### src/rtl/flowseq_pkg.sv
package flowseq_pkg;

  typedef enum logic [2:0] {
    OP_NONE    = 3'd0,
    OP_BRANCH  = 3'd1,
    OP_CALL    = 3'd2,
    OP_RETURN  = 3'd3,
    OP_STOP    = 3'd4,
    OP_DBGSTOP = 3'd5
  } opKind_e;

  localparam int COND_W = 4;

  // condition codes
  localparam logic [COND_W-1:0] CC_ALWAYS = 4'd0;
  localparam logic [COND_W-1:0] CC_ZSET   = 4'd1;
  localparam logic [COND_W-1:0] CC_ZCLR   = 4'd2;
  localparam logic [COND_W-1:0] CC_NSET   = 4'd3;
  localparam logic [COND_W-1:0] CC_NCLR   = 4'd4;
  localparam logic [COND_W-1:0] CC_POS    = 4'd5;
  localparam logic [COND_W-1:0] CC_NPOS   = 4'd6;
  localparam logic [COND_W-1:0] CC_TSET   = 4'd7;
  localparam logic [COND_W-1:0] CC_TCLR   = 4'd8;

  // strobes from control to datapath
  typedef struct packed {
    logic advance;
    logic pcStep;
    logic loadVector;
    logic jumpTarget;
    logic jumpReturn;
    logic saveReturn;
  } seqStrobe_t;

  function automatic logic isFlowCtl(opKind_e op);
    return (op == OP_BRANCH) || (op == OP_CALL) || (op == OP_RETURN) ||
           (op == OP_STOP)   || (op == OP_DBGSTOP);
  endfunction

  function automatic logic isTransfer(opKind_e op);
    return (op == OP_BRANCH) || (op == OP_CALL) || (op == OP_RETURN);
  endfunction

  function automatic logic condMet(logic [COND_W-1:0] cc, logic z, logic n, logic t);
    logic hit;
    case (cc)
      CC_ALWAYS: hit = 1'b1;
      CC_ZSET:   hit = z;
      CC_ZCLR:   hit = ~z;
      CC_NSET:   hit = n;
      CC_NCLR:   hit = ~n;
      CC_POS:    hit = ~z & ~n;
      CC_NPOS:   hit = z | n;
      CC_TSET:   hit = t;
      CC_TCLR:   hit = ~t;
      default:   hit = 1'b0;
    endcase
    return hit;
  endfunction

endpackage

### src/rtl/seq_ctrl.sv
module seq_ctrl
  import flowseq_pkg::*;
#(
  parameter int NUM_STAGES = 7,
  parameter int DEC_IDX    = 3
) (
  input  logic                 clk,
  input  logic                 rstN,
  input  logic                 stall,
  input  logic                 taskGo,
  input  opKind_e              decOp,
  input  logic [COND_W-1:0]    decCond,
  input  logic                 flagZ,
  input  logic                 flagN,
  input  logic                 flagT,
  output seqStrobe_t           strb,
  output logic                 fetchEn,
  output logic                 decValid,
  output logic                 running,
  output logic                 taskDone,
  output logic                 slotErr
);

  localparam int EXE_IDX  = NUM_STAGES - 1;
  localparam int SLOT_CNT = EXE_IDX - DEC_IDX;

  logic [NUM_STAGES-1:0] vld;
  opKind_e               opQ [SLOT_CNT];
  logic [SLOT_CNT-1:0]   takeQ;
  logic [SLOT_CNT-1:0]   priorCtl;

  logic    advance, goAcc, decTake, decCtl;
  logic    exeJump, exeStop, flush;
  opKind_e exeOp;

  assign advance = ~stall;
  assign exeOp   = opQ[SLOT_CNT-1];
  assign goAcc   = taskGo & ~running & advance;
  assign decTake = condMet(decCond, flagZ, flagN, flagT);
  assign decCtl  = vld[DEC_IDX] & isFlowCtl(decOp);
  assign exeJump = vld[EXE_IDX] & running & takeQ[SLOT_CNT-1] & isTransfer(exeOp);
  assign exeStop = vld[EXE_IDX] & running & (exeOp == OP_STOP);
  assign flush   = exeJump | exeStop;

  // live control instructions in the stages behind decode
  for (genvar k = 0; k < SLOT_CNT; k++) begin : g_prior
    assign priorCtl[k] = vld[DEC_IDX+1+k] & isFlowCtl(opQ[k]);
  end

  always_comb begin
    strb            = '0;
    strb.advance    = advance;
    strb.loadVector = goAcc;
    strb.jumpTarget = advance & exeJump & (exeOp != OP_RETURN);
    strb.jumpReturn = advance & exeJump & (exeOp == OP_RETURN);
    strb.saveReturn = advance & exeJump & (exeOp == OP_CALL);
    strb.pcStep     = advance & vld[0] & ~exeJump;
  end

  always_ff @(posedge clk or negedge rstN) begin
    if (!rstN) begin
      vld      <= '0;
      takeQ    <= '0;
      running  <= 1'b0;
      taskDone <= 1'b0;
      slotErr  <= 1'b0;
      for (int k = 0; k < SLOT_CNT; k++) opQ[k] <= OP_NONE;
    end else begin
      taskDone <= advance & exeStop;
      slotErr  <= advance & decCtl & (|priorCtl);
      if (advance) begin
        vld[0] <= goAcc | (running & ~exeStop);
        for (int i = 1; i <= DEC_IDX; i++) vld[i] <= vld[i-1] & ~flush;
        for (int i = DEC_IDX + 1; i < NUM_STAGES; i++) vld[i] <= vld[i-1];
        opQ[0]   <= decOp;
        takeQ[0] <= decTake;
        for (int k = 1; k < SLOT_CNT; k++) begin
          opQ[k]   <= opQ[k-1];
          takeQ[k] <= takeQ[k-1];
        end
        if (goAcc)        running <= 1'b1;
        else if (exeStop) running <= 1'b0;
      end
    end
  end

  assign fetchEn  = vld[0];
  assign decValid = vld[DEC_IDX];


  redirect_excl_chk: assert property (@(posedge clk) disable iff (!rstN)
    $onehot0({strb.loadVector, strb.jumpTarget, strb.jumpReturn}));


  done_halts_chk: assert property (@(posedge clk) disable iff (!rstN)
    taskDone |-> !running);


  done_pulse_chk: assert property (@(posedge clk) disable iff (!rstN)
    taskDone |=> !taskDone);


  stall_freeze_chk: assert property (@(posedge clk) disable iff (!rstN)
    stall |=> ($stable(fetchEn) && $stable(decValid) && $stable(running)));

endmodule

### src/rtl/seq_dpath.sv
module seq_dpath
  import flowseq_pkg::*;
#(
  parameter int ADDR_W     = 16,
  parameter int NUM_STAGES = 7,
  parameter int DEC_IDX    = 3
) (
  input  logic              clk,
  input  logic              rstN,
  input  seqStrobe_t        strb,
  input  logic [ADDR_W-1:0] taskVec,
  input  logic [ADDR_W-1:0] decTarget,
  input  logic              retWrEn,
  input  logic [ADDR_W-1:0] retWrData,
  output logic [ADDR_W-1:0] fetchAddr,
  output logic [ADDR_W-1:0] decPc,
  output logic [ADDR_W-1:0] retAddr
);

  localparam int EXE_IDX  = NUM_STAGES - 1;
  localparam int SLOT_CNT = EXE_IDX - DEC_IDX;
  localparam int RET_OFS  = SLOT_CNT + 1;

  logic [ADDR_W-1:0] addrQ [NUM_STAGES];
  logic [ADDR_W-1:0] tgtQ  [SLOT_CNT];
  logic [ADDR_W-1:0] retQ;

  always_ff @(posedge clk or negedge rstN) begin
    if (!rstN) begin
      for (int i = 0; i < NUM_STAGES; i++) addrQ[i] <= '0;
      for (int k = 0; k < SLOT_CNT; k++)   tgtQ[k]  <= '0;
      retQ <= '0;
    end else begin
      if (strb.advance) begin
        for (int i = 1; i < NUM_STAGES; i++) addrQ[i] <= addrQ[i-1];
        tgtQ[0] <= decTarget;
        for (int k = 1; k < SLOT_CNT; k++) tgtQ[k] <= tgtQ[k-1];
        if (strb.loadVector)      addrQ[0] <= taskVec;
        else if (strb.jumpReturn) addrQ[0] <= retQ;
        else if (strb.jumpTarget) addrQ[0] <= tgtQ[SLOT_CNT-1];
        else if (strb.pcStep)     addrQ[0] <= addrQ[0] + 1'b1;
      end
      if (strb.saveReturn) retQ <= addrQ[EXE_IDX] + ADDR_W'(RET_OFS);
      else if (retWrEn)    retQ <= retWrData;
    end
  end

  assign fetchAddr = addrQ[0];
  assign decPc     = addrQ[DEC_IDX];
  assign retAddr   = retQ;


  addr_hold_chk: assert property (@(posedge clk) disable iff (!rstN)
    !strb.advance |=> ($stable(fetchAddr) && $stable(decPc)));


  ret_hold_chk: assert property (@(posedge clk) disable iff (!rstN)
    (!strb.saveReturn && !retWrEn) |=> $stable(retAddr));

endmodule

### src/rtl/branch_sequencer.sv
module branch_sequencer
  import flowseq_pkg::*;
#(
  parameter int ADDR_W = 16
) (
  input  logic              clk,
  input  logic              rstN,
  input  logic              stall,
  input  logic              taskGo,
  input  logic [ADDR_W-1:0] taskVec,
  input  logic [2:0]        decOp,
  input  logic [3:0]        decCond,
  input  logic [ADDR_W-1:0] decTarget,
  input  logic              flagZ,
  input  logic              flagN,
  input  logic              flagT,
  input  logic              retWrEn,
  input  logic [ADDR_W-1:0] retWrData,
  output logic [ADDR_W-1:0] fetchAddr,
  output logic              fetchEn,
  output logic [ADDR_W-1:0] decPc,
  output logic              decValid,
  output logic [ADDR_W-1:0] retAddr,
  output logic              running,
  output logic              taskDone,
  output logic              slotErr
);

  localparam int NUM_STAGES = 7;  // two fetch, two decode, two read, execute
  localparam int DEC_IDX    = 3;

  seqStrobe_t strb;

  seq_ctrl #(
    .NUM_STAGES (NUM_STAGES),
    .DEC_IDX    (DEC_IDX)
  ) u_ctrl (
    .clk      (clk),
    .rstN     (rstN),
    .stall    (stall),
    .taskGo   (taskGo),
    .decOp    (opKind_e'(decOp)),
    .decCond  (decCond),
    .flagZ    (flagZ),
    .flagN    (flagN),
    .flagT    (flagT),
    .strb     (strb),
    .fetchEn  (fetchEn),
    .decValid (decValid),
    .running  (running),
    .taskDone (taskDone),
    .slotErr  (slotErr)
  );

  seq_dpath #(
    .ADDR_W     (ADDR_W),
    .NUM_STAGES (NUM_STAGES),
    .DEC_IDX    (DEC_IDX)
  ) u_dpath (
    .clk       (clk),
    .rstN      (rstN),
    .strb      (strb),
    .taskVec   (taskVec),
    .decTarget (decTarget),
    .retWrEn   (retWrEn),
    .retWrData (retWrData),
    .fetchAddr (fetchAddr),
    .decPc     (decPc),
    .retAddr   (retAddr)
  );

endmodule

### config.mk
export PLATFORM = sky130hd
export DESIGN_NAME = branch_sequencer
export DESIGN_NICKNAME = d
export VERILOG_FILES = /design/src/rtl/flowseq_pkg.sv /design/src/rtl/seq_ctrl.sv /design/src/rtl/seq_dpath.sv /design/src/rtl/branch_sequencer.sv
export SDC_FILE = /design/constraint.sdc
export NUM_CORES = 1
export LEC_CHECK = 0
export ABC_CLOCK_PERIOD_IN_PS = 2400
export BUFFER_PORTS_ARGS = -buffer_cell sky130_fd_sc_hd__buf_2
export CAP_MARGIN = 15
export CORE_ASPECT_RATIO = 0.7
export CORE_MARGIN = 2
export CORE_UTILIZATION = 25
export CTS_BUF_LIST = sky130_fd_sc_hd__clkbuf_4 sky130_fd_sc_hd__clkbuf_8
export DETAILED_ROUTE_END_ITERATION = 12
export PLACE_DENSITY = 0.47
export SLEW_MARGIN = 15
export SYNTH_ARGS = -nofsm -noshare
export SYNTH_HDL_FRONTEND = slang
export SYNTH_SLANG_ARGS = --single-unit
### constraint.sdc
create_clock -name clk -period 2.4 [get_ports clk]
set_clock_uncertainty 0.15 [all_clocks]
set_input_delay 0.36 -clock clk [delete_from_list [all_inputs] [get_ports clk]]
set_output_delay 0.36 -clock clk [all_outputs]
set_load 0.005 [all_outputs]
==> results of run 1 <==
worst register-to-register path, stage by stage, from the launching register on:
cell and delay (ps):
dfrtp_1 600, nand4_2 290, nor4_1 680, xnor2_1 120, o22ai_1 180, o21bai_1 80
state kept, by name, indices dropped and copies added (netlist names), 3 cells and up:
signal and flops:
u_dpath.addrQ 80, u_dpath.fetchAddr 16, u_ctrl.exeOp 3, u_dpath.tgtQ 48, u_dpath.retAddr 16, u_dpath.decPc 16
u_ctrl.vld 7, u_ctrl.takeQ 3, u_ctrl.opQ 6
layer usage:
metal  routed length [um]  up-vias  share of wire [%]
met3                 1290       22                5.2
met2                10800      130                 44
li1                     -     2876                  -
met1                12300     3162                 50
met5                    0        -                  0
met4                  281        0                1.1
cell type report:
| type | count | area, um2 |
|---|---|---|
| multi-input combinational | 450 | 3660 |
| clock buffer | 21 | 277 |
| tap | 480 | 601 |
| fill | 3745 | 25100 |
| inverter | 8 | 30.0 |
| clock inverter | 11 | 91.3 |
| sequential | 198 | 4950 |
| timing repair buffer | 181 | 1230 |
power breakdown:
part / switching, uW / internal, uW / total [uW] / leakage (uW)
logic: 1380 / 1610 / 2990 / 0.00203
registers: 932 / 4430 / 5360 / 0.00230
clock network: 1260 / 816 / 2070 / 0.000189
total: 3570 / 6860 / 10400 / 0.00452
cell families (layout without fill, tap and decap cells):
family                   after synthesis  count (layout)  share of synthesized area, %
AO/OA/AOI/OAI                        122             122                          8.92
XOR/XNOR                              22              22                          2.12
adder cells (fa/ha/maj)                2               2                         0.275
buffers and inverters                 81             221                          5.36
flip-flops                           198             198                          54.5
multiplexers                         169             169                          20.7
AND/OR/NAND/NOR                      135             135                          8.13
through the flow:
step	utilization (%)	hold WS [ps]	setup slack [ps]	std cells	instance area, um2
global route	30.2	9.05	47.9	1349	10800
floorplan	-	-85.6	618	729	9100
global placement	28.1	226	284	1278	10100
detailed placement	28.1	231	310	1278	10100
finish	30.2	39.7	167	1349	10800
CTS	30.2	0.560	283	1349	10800
worst paths after layout:
path / start / depth (start not counted) / end / slack [ps]
setup / recovery: u_dpath.fetchAddr[6] / 5 / u_dpath.fetchAddr[13] / 170
hold / removal: retWrData[0] / 3 / u_dpath.retAddr[0] / 40
setup reg to reg: u_dpath.fetchAddr[6] / 5 / u_dpath.fetchAddr[13] / 170
hold reg to reg: u_dpath.addrQ[92] / 2 / u_dpath.addrQ[92] / 340
max in group asynchronous: rstN / 3 / u_dpath.retAddr[6] / 1100
min in group asynchronous: rstN / 2 / u_dpath.addrQ[43] / 260
cell usage in the layout (no fill, tap or decap), types with 9 or more instances in the layout:
cell type        n
nand2_1         36
nand3_1         19
dlygate4sd3_1   39
mux2i_1         13
nor3_1          16
a21oi_1         30
buf_4           23
nor2_1          20
buf_2          113
clkbuf_8        20
mux2_2         156
xor2_1          14
o22ai_1         17
o21ai_0         16
dfrtp_1        198
nor2b_1          9
==> out/metrics.cfg, run 1 <==
[synthesis]
yosysMostFrequentCell=dfrtp_1
syn-cell-area_um2=9100
synth_top_area_cell=dfrtp_1
synth_edf_count=0
synth_ff_type=dfrtp_1
synth_seq_cells=198
yosys-top-cells-count=dfrtp_1, mux2_2, nand2_1
synth_top_area_share_pct=54.5
syn_nets=794
seq_area_frac_synth_pct=54.5
syn_area_per_cell_um2=12.5
yosys-top-cells-area=dfrtp_1, mux2_2, buf_4, a21oi_1, buf_2
async_reset_ff_share_pct=100
synth_cells=729
ys_warn_count=0
synth_cell_types=65

[floorplan]
num_io_pins=116
rows=58
design.die.area_um2=38000
fp.dieH_um=164
core_um2=35900
die_w_um=232
start_util_pct=25.3

[timing]
fin_tns_setup_ps=0
finalSetupViolations=0
tightest_slew_ps=823
hold_violations=0
min_period_over_period_pct=93.0
slew_headroom_pct=45.1
fmax_ghz=0.448
period_needed_ps=2230
drv_slew=0
grt_setup_unrepaired=false

[place]
io_buffers=115
hpwlAfterDp_um=17800
gp_congestion=0.819

[worst_setup_path]
path_max_fanout=9
crit_slowest_cell=nor4_1
path_cells=nand4_2 -> nor4_1 -> xnor2_1 -> o22ai_1 -> o21bai_1
critical_path_class=flip-flop to flip-flop
cp-start-kind=flip-flop
critical_path_required_ps=2630
cp.arrival_ps=2460
end_kind=flip-flop
crit_buf_inv=0
cp_top_family=simple AND/OR/NAND/NOR gates
critPathMaxStageDelay_ps=680

[global_route]
grt_use_met2_pct=20.0
track_usage_pct=13.5
first_global_vias=6065
grtUsageMet1_pct=19.4
grt_max_degree=111
grt_overflow=0
antenna_found_initial=0
gr-usage-met3_pct=3.35
grt_pass1_wl_um=37700
grt_busiest_layer=met2

[detailed_routing]
drt-vias-per-instance=4.59
via_count=6190
routedWlPerCell_um=18.3
ant_nets=0
drt-total-wl_um=24700
drc=0
dr.pass1.iters=7
drt_iter0_drc=462

[clock_network]
ctsLongestPathBuffers=2
postCtsHoldBufs=39
ctsResizeCount=0
clk_pin_slew_ps=110
insertion_delay_ps=500
cts_made_buffers=17
cts_tree=yes
cts_sinks=198
postCtsSetupBuffers=0
h-tree-depth=4
cts-root-buf=clkbuf_8

[run_status]
status=finished clean

[min_path]
hp-class=primary input to flip-flop

[pwr]
power_density_nw_per_um2=961
max-vdd-ir-drop_uv=390
power_leakage_uw=0.00452
power_uw=10400

[layout]
antenna_cells=0
syn_to_final_growth_pct=19.2
final_net_count=921
drive_gt1_share_pct=39.8

[flow_run]
maxCapViolCount=0

Power figures use the tool's default switching activity.
==> run 2: changes to the inputs <==
Settings changed: CORE_ASPECT_RATIO 0.7 to 1.4.
==> run 2 against run 1 <==
Effect of this change:
- first-iteration DRC count is 42% lower
- cell count is 0.89% lower
- critical path depth is 1 higher
- clock power is 13% higher
- register-to-register slack better by 140 ps
- clock-buffer cell count is 3 lower
- sequential cell count stayed put
- worst setup slack better by 140 ps
- sequential power is 1% higher
- design area is 0.73% higher
- non-clock buffer count is 5 higher
- critical endpoint is now u_dpath.fetchAddr[14]
- largest cell class unchanged
==> out/metrics.cfg, run 2 (synthesized netlist as in run 1, its figures left out) <==
[run_status]
status=finished clean

[floorplan]
fp.dieH_um=230
design.die.area_um2=38000
rows=82
start_util_pct=25.4
die_w_um=165
num_io_pins=116
core_um2=35800

[pwr]
p_comb_share_pct=27.8
clockPowerShare_pct=21.7
power_density_nw_per_um2=983
power_leakage_uw=0.00456
sequentialPowerShare_pct=50.5
max-vdd-ir-drop_uv=359
power_uw=10700
p_sw_share_pct=34.9
power.internal_uw=6990
switchingPower_uw=3750

[timing]
tightest_slew_ps=883
period_needed_ps=2090
fmax_ghz=0.478
finalSetupViolations=0
drv_slew=0
slew_headroom_pct=41.1
hold_violations=0
grt_setup_unrepaired=false
fin_tns_setup_ps=0
min_period_over_period_pct=87.2

[flow_run]
maxCapViolCount=0

[clock_network]
cts_tree=yes
clk_pin_slew_ps=120
insertion_delay_ps=510
postCtsHoldBufs=42
h-tree-depth=4
cts_made_buffers=17
postCtsSetupBuffers=0
ctsLongestPathBuffers=2
ctsResizeCount=0
cts_sinks=198
cts-root-buf=clkbuf_8

[worst_setup_path]
crit_slowest_cell=dfrtp_1
end_kind=flip-flop
critical_path_required_ps=2660
cp_top_family=simple AND/OR/NAND/NOR gates
cp-start-kind=flip-flop
critical_path_class=flip-flop to flip-flop
cp-startpoint=u_dpath.fetchAddr[1]
worstSetupPathDepth=6
crit_buf_inv=0
path_cells=ha_1 -> nand4_2 -> nor4_1 -> xor2_1 -> a221oi_2 -> o31ai_2
critPathMaxStageDelay_ps=500
r2r_cells=6
reg2reg_from=u_dpath.fetchAddr[1]
path_max_fanout=7
rr_endpoint=u_dpath.fetchAddr[14]
cp.arrival_ps=2350
rrSetupSlack_ps=310
crit_end=u_dpath.fetchAddr[14]

[detailed_routing]
drt_iter0_drc=266
via_count=6127
drt-vias-per-instance=4.58
drc=0
drt-total-wl_um=24800
routedWlPerCell_um=18.6
dr.pass1.iters=4
ant_nets=0

[place]
place_inst=1262
io_buffers=115
gp_congestion=0.831
placed_area_um2=10100
hpwlAfterDp_um=18400

[layout]
final_area_um2=10900
final_net_count=926
layout_common_cells=dfrtp_1, mux2_2, buf_2
fillerInstances=3654
layout.cells.non_filler=1337
drive_gt1_share_pct=39.8
fin_util_pct=30.5
largest_reg_flops=80
reg_top3=u_dpath.addrQ (80), u_dpath.tgtQ (48)
final_common_cell=dfrtp_1
top_register=u_dpath.addrQ
syn_to_final_growth_pct=20.0

[min_path]
hp-class=primary input to flip-flop

[global_route]
first_global_vias=6286
track_usage_pct=13.5
grt_max_degree=71
grt_overflow=0
antenna_found_initial=1
grt_pass1_wl_um=37800

[run 2: worst min path at each step]
stage	start	to	slack, ps	cells past startpoint
floorplan	rstN	u_ctrl.exeOp[0]	-90	0
global placement	rstN	u_dpath.retAddr[12]	220	1
detailed placement	rstN	u_dpath.retAddr[12]	220	1
CTS	retWrData[6]	u_dpath.retAddr[6]	2	3
global route	taskVec[8]	u_dpath.fetchAddr[8]	20	3
finish	retWrData[6]	u_dpath.retAddr[6]	30	3
[run 2: per-layer routing]
layer | track usage, % | up-vias | part of all wire (%)
met4 | 6.36 | 0 | 3.2
met1 | 15.8 | 3090 | 41
met5 | 0 | - | 0
met3 | 2.74 | 33 | 3.5
met2 | 23.5 | 115 | 52
li1 | - | 2889 | -
[run 2: stage by stage]
stage	setup WS [ps]	hold WS [ps]
floorplan	618	-85.6
global placement	319	223
detailed placement	318	220
CTS	317	1.85
global route	195	20.5
finish	307	25.9
[run 2: cell type report]
cell class	count	area (um2)	share of cell area (%)
Clock inverter	14	199	1.82
Antenna cell	1	2.50	0.0229
Clock buffer	18	248	2.27
Inverter	8	30.0	0.275
Sequential cell	198	4950	45.4
Multi-Input combinational cell	450	3660	33.5
Tap cell	462	578	5.29
Timing Repair Buffer	186	1250	11.5
[run 2: power groups by stage]
stage	Combinational [uW]	Clock (uW)	Sequential (uW)
floorplan	2350	0	5050
global placement	2940	0	5500
detailed placement	2970	0	5520
CTS	3040	2440	5450
global route	3310	2580	5590
finish	2980	2330	5420
[run 2: worst register-to-register path: cells and delay by family, from the launching register on]
kind	cells	cell delay (ps)
simple gates	2	540
flops	1	500
compound gates	2	360
fa+ha+maj	1	300
xor+xnor	1	140
==> run 3: changes to the inputs <==
Settings changed: ABC_AREA set to 1, ABC_CLOCK_PERIOD_IN_PS 2400 to 1700, PLACE_DENSITY 0.47 to 0.48.
Clock period 2.4 ns to 1.7 ns, I/O delays scaled along.
==> run 3 against run 2 <==
Effect of this change:
- sequential cell count did not move
- via count rose by 29%
- utilization rose by 1.3 points
- register-to-register slack got worse by 300 ps
- sequential share of layout area fell by 2.5 points
- clock power rose by 32%
- global-route usage rose by 1.4 points
- critical endpoint is now u_dpath.retAddr[12]
- first-iteration DRC count rose by 110%
==> out/metrics.cfg, run 3 <==
[run_status]
status=finished clean

[detailed_routing]
ant_nets=0
drc=0
routedWlPerCell_um=15.7
dr.pass1.iters=5
via_count=7914
drt-total-wl_um=28500
drt_iter0_drc=569
drt-vias-per-instance=4.38

[pwr]
power.internal_uw=8640
clockPowerShare_pct=22.5
sequentialPowerShare_pct=48.3
power_leakage_uw=0.00592
p_comb_share_pct=29.3
max-vdd-ir-drop_uv=465
p_sw_share_pct=37.0
switchingPower_uw=5070
power_density_nw_per_um2=1180
power_uw=13700

[clock_network]
cts_tree=yes
h-tree-depth=4
clk_pin_slew_ps=110
ctsLongestPathBuffers=2
cts-root-buf=clkbuf_8
insertion_delay_ps=510
cts_sinks=198
cts_made_buffers=17

[global_route]
grt_pass1_wl_um=44600
gr-usage-met3_pct=3.05
grtUsageMet1_pct=18.7
grt_overflow=0
first_global_vias=7902
grt_use_met2_pct=24.6
track_usage_pct=14.9
grt_max_degree=143
grt_busiest_layer=met2
antenna_found_initial=0

[layout]
layout_common_cells=nand2_1, dfrtp_1, buf_2
top_register=u_dpath.addrQ
reg_top3=u_dpath.addrQ (80), u_dpath.tgtQ (48)
final_common_cell=nand2_1
fillerInstances=3921
drive_gt1_share_pct=19.9
final_area_um2=11600
largest_reg_flops=80
final_net_count=1393
syn_to_final_growth_pct=26.2

[worst_setup_path]
cp_top_family=simple AND/OR/NAND/NOR gates
critical_path_required_ps=1990
path_max_fanout=9
crit_slowest_cell=dfrtp_1
critPathMaxStageDelay_ps=400
end_kind=flip-flop
cp.arrival_ps=1980
cp-startpoint=u_ctrl.vld[6]
critical_path_class=flip-flop to flip-flop
path_cells=nand2_2 -> nor2_4 -> nand2_2 -> nor2_4 -> nand2_4 -> buf_6 -> nor2_1 -> o21ai_1 -> nand3_1
crit_buf_inv=1
reg2reg_from=u_ctrl.vld[6]
cp-start-kind=flip-flop

[place]
gp_congestion=0.884
io_buffers=115
placed_area_um2=10400
hpwlAfterDp_um=20300

[synthesis]
synth_top_area_share_pct=54.0
ys_warn_count=0
yosys-top-cells-count=nand2_1, dfrtp_1, o21ai_0
synth_edf_count=0
synth_cells=1156
syn_nets=1221
synth_cell_types=36
synth_seq_cells=198
syn_area_per_cell_um2=7.94
async_reset_ff_share_pct=100
synth_ff_type=dfrtp_1
yosysMostFrequentCell=nand2_1
syn-cell-area_um2=9180
seq_area_frac_synth_pct=54.0
yosys-top-cells-area=dfrtp_1, nand2_1, o21ai_0, nor2_1, inv_1
synth_top_area_cell=dfrtp_1

[floorplan]
fp.dieH_um=231
num_io_pins=116
start_util_pct=25.2
core_um2=36500
die_w_um=166
design.die.area_um2=38300
rows=83

[timing]
tightest_slew_ps=588
drv_slew=0
grt_setup_unrepaired=true
finalSetupViolations=0
slew_headroom_pct=60.8
fmax_ghz=0.592
hold_violations=0
min_period_over_period_pct=99.4
whs_ps=77.6
period_needed_ps=1690

[min_path]
hp-class=primary input to asynchronous set/reset pin

[flow_run]
maxCapViolCount=0

run 3: cell count changes in the layout (fill, tap and decap cells not counted), moves of 13 or more:
| cell | previous run | this run |
|---|---|---|
| o22ai_1 | 17 | 0 |
| buf_4 | 27 | 47 |
| inv_1 | 8 | 72 |
| nand3_1 | 19 | 48 |
| nor2_1 | 20 | 72 |
| mux2_2 | 156 | 0 |
| dlygate4sd3_1 | 42 | 56 |
| o21ai_0 | 16 | 78 |
| mux2i_1 | 13 | 0 |
| nand2_1 | 36 | 489 |
| a21oi_1 | 30 | 15 |
run 3: per-layer routing:
| layer | vias up | part of all wire [%] |
|---|---|---|
| met1 | 3725 | 45 |
| met3 | 51 | 4.1 |
| li1 | 3949 | - |
| met4 | 0 | 4.0 |
| met2 | 189 | 47 |
| met5 | - | 0 |
run 3: final cells by class:
class	count	area, um2	area share (%)
clock buffers	19	249	2.15
clock inverters	12	136	1.18
flip-flops and latches	198	4970	42.9
repair buffers	234	1750	15.1
multi-input cells	800	3600	31.1
well taps	467	584	5.04
inverters	77	294	2.54
diodes	1	2.50	0.0216
run 3: worst paths after layout:
path	endpoint	depth (start not counted)	slack (ps)
max in group asynchronous	u_dpath.tgtQ[43]	3	690
min	u_dpath.decPc[4]	2	80
max	u_dpath.retAddr[12]	9	10
min in group clk	u_dpath.addrQ[71]	4	110
max reg2reg	u_dpath.retAddr[12]	9	10
min reg2reg	u_dpath.tgtQ[27]	2	320
run 3: timing repair:
| item | in CTS | in global routing |
|---|---|---|
| setup buffers | 0 | 8 |
| resized for setup | 10 | 58 |
| hold buffers | 56 | 0 |
| cloned | 0 | 3 |
| endpoints found under the setup margin | 14 | 36 |
| pin swaps | 0 | 10 |
| endpoints found under the hold margin | 250 | 0 |
run 3: cells by family after synthesis:
group,Yosys count,synth area share [%]
AOI/OAI and AO/OA,132,7.66
adders and majority gates,2,0.273
and+or+nand+nor,654,28.7
xor gates and xnor gates,11,1.05
buffers and inverters,159,8.37
DFF,198,54.0
run 3: power by group through the flow:
stage                     combinational (uW)  sequential (uW)  clock (uW)
final                                   4010             6610        3080
after global routing                    4570             6770        3380
after CTS                               3800             6610        3200
after detailed placement                3650             6690           0
after global placement                  3610             6680           0
after floorplan                         2370             6370           0
run 3: per-stage QoR:
step           cells  TNS [ps]  setup WS, ps  utilization, %
2_1_floorplan   1156         0           120               -
3_3_place_gp    1709     -15.4         -13.7            28.4
3_5_place_dp    1709      -475         -59.9            28.4
4_1_cts         1796     -1.59         -1.59            31.1
5_1_grt         1807     -2100          -104            31.8
6_report        1808         0          10.9            31.8
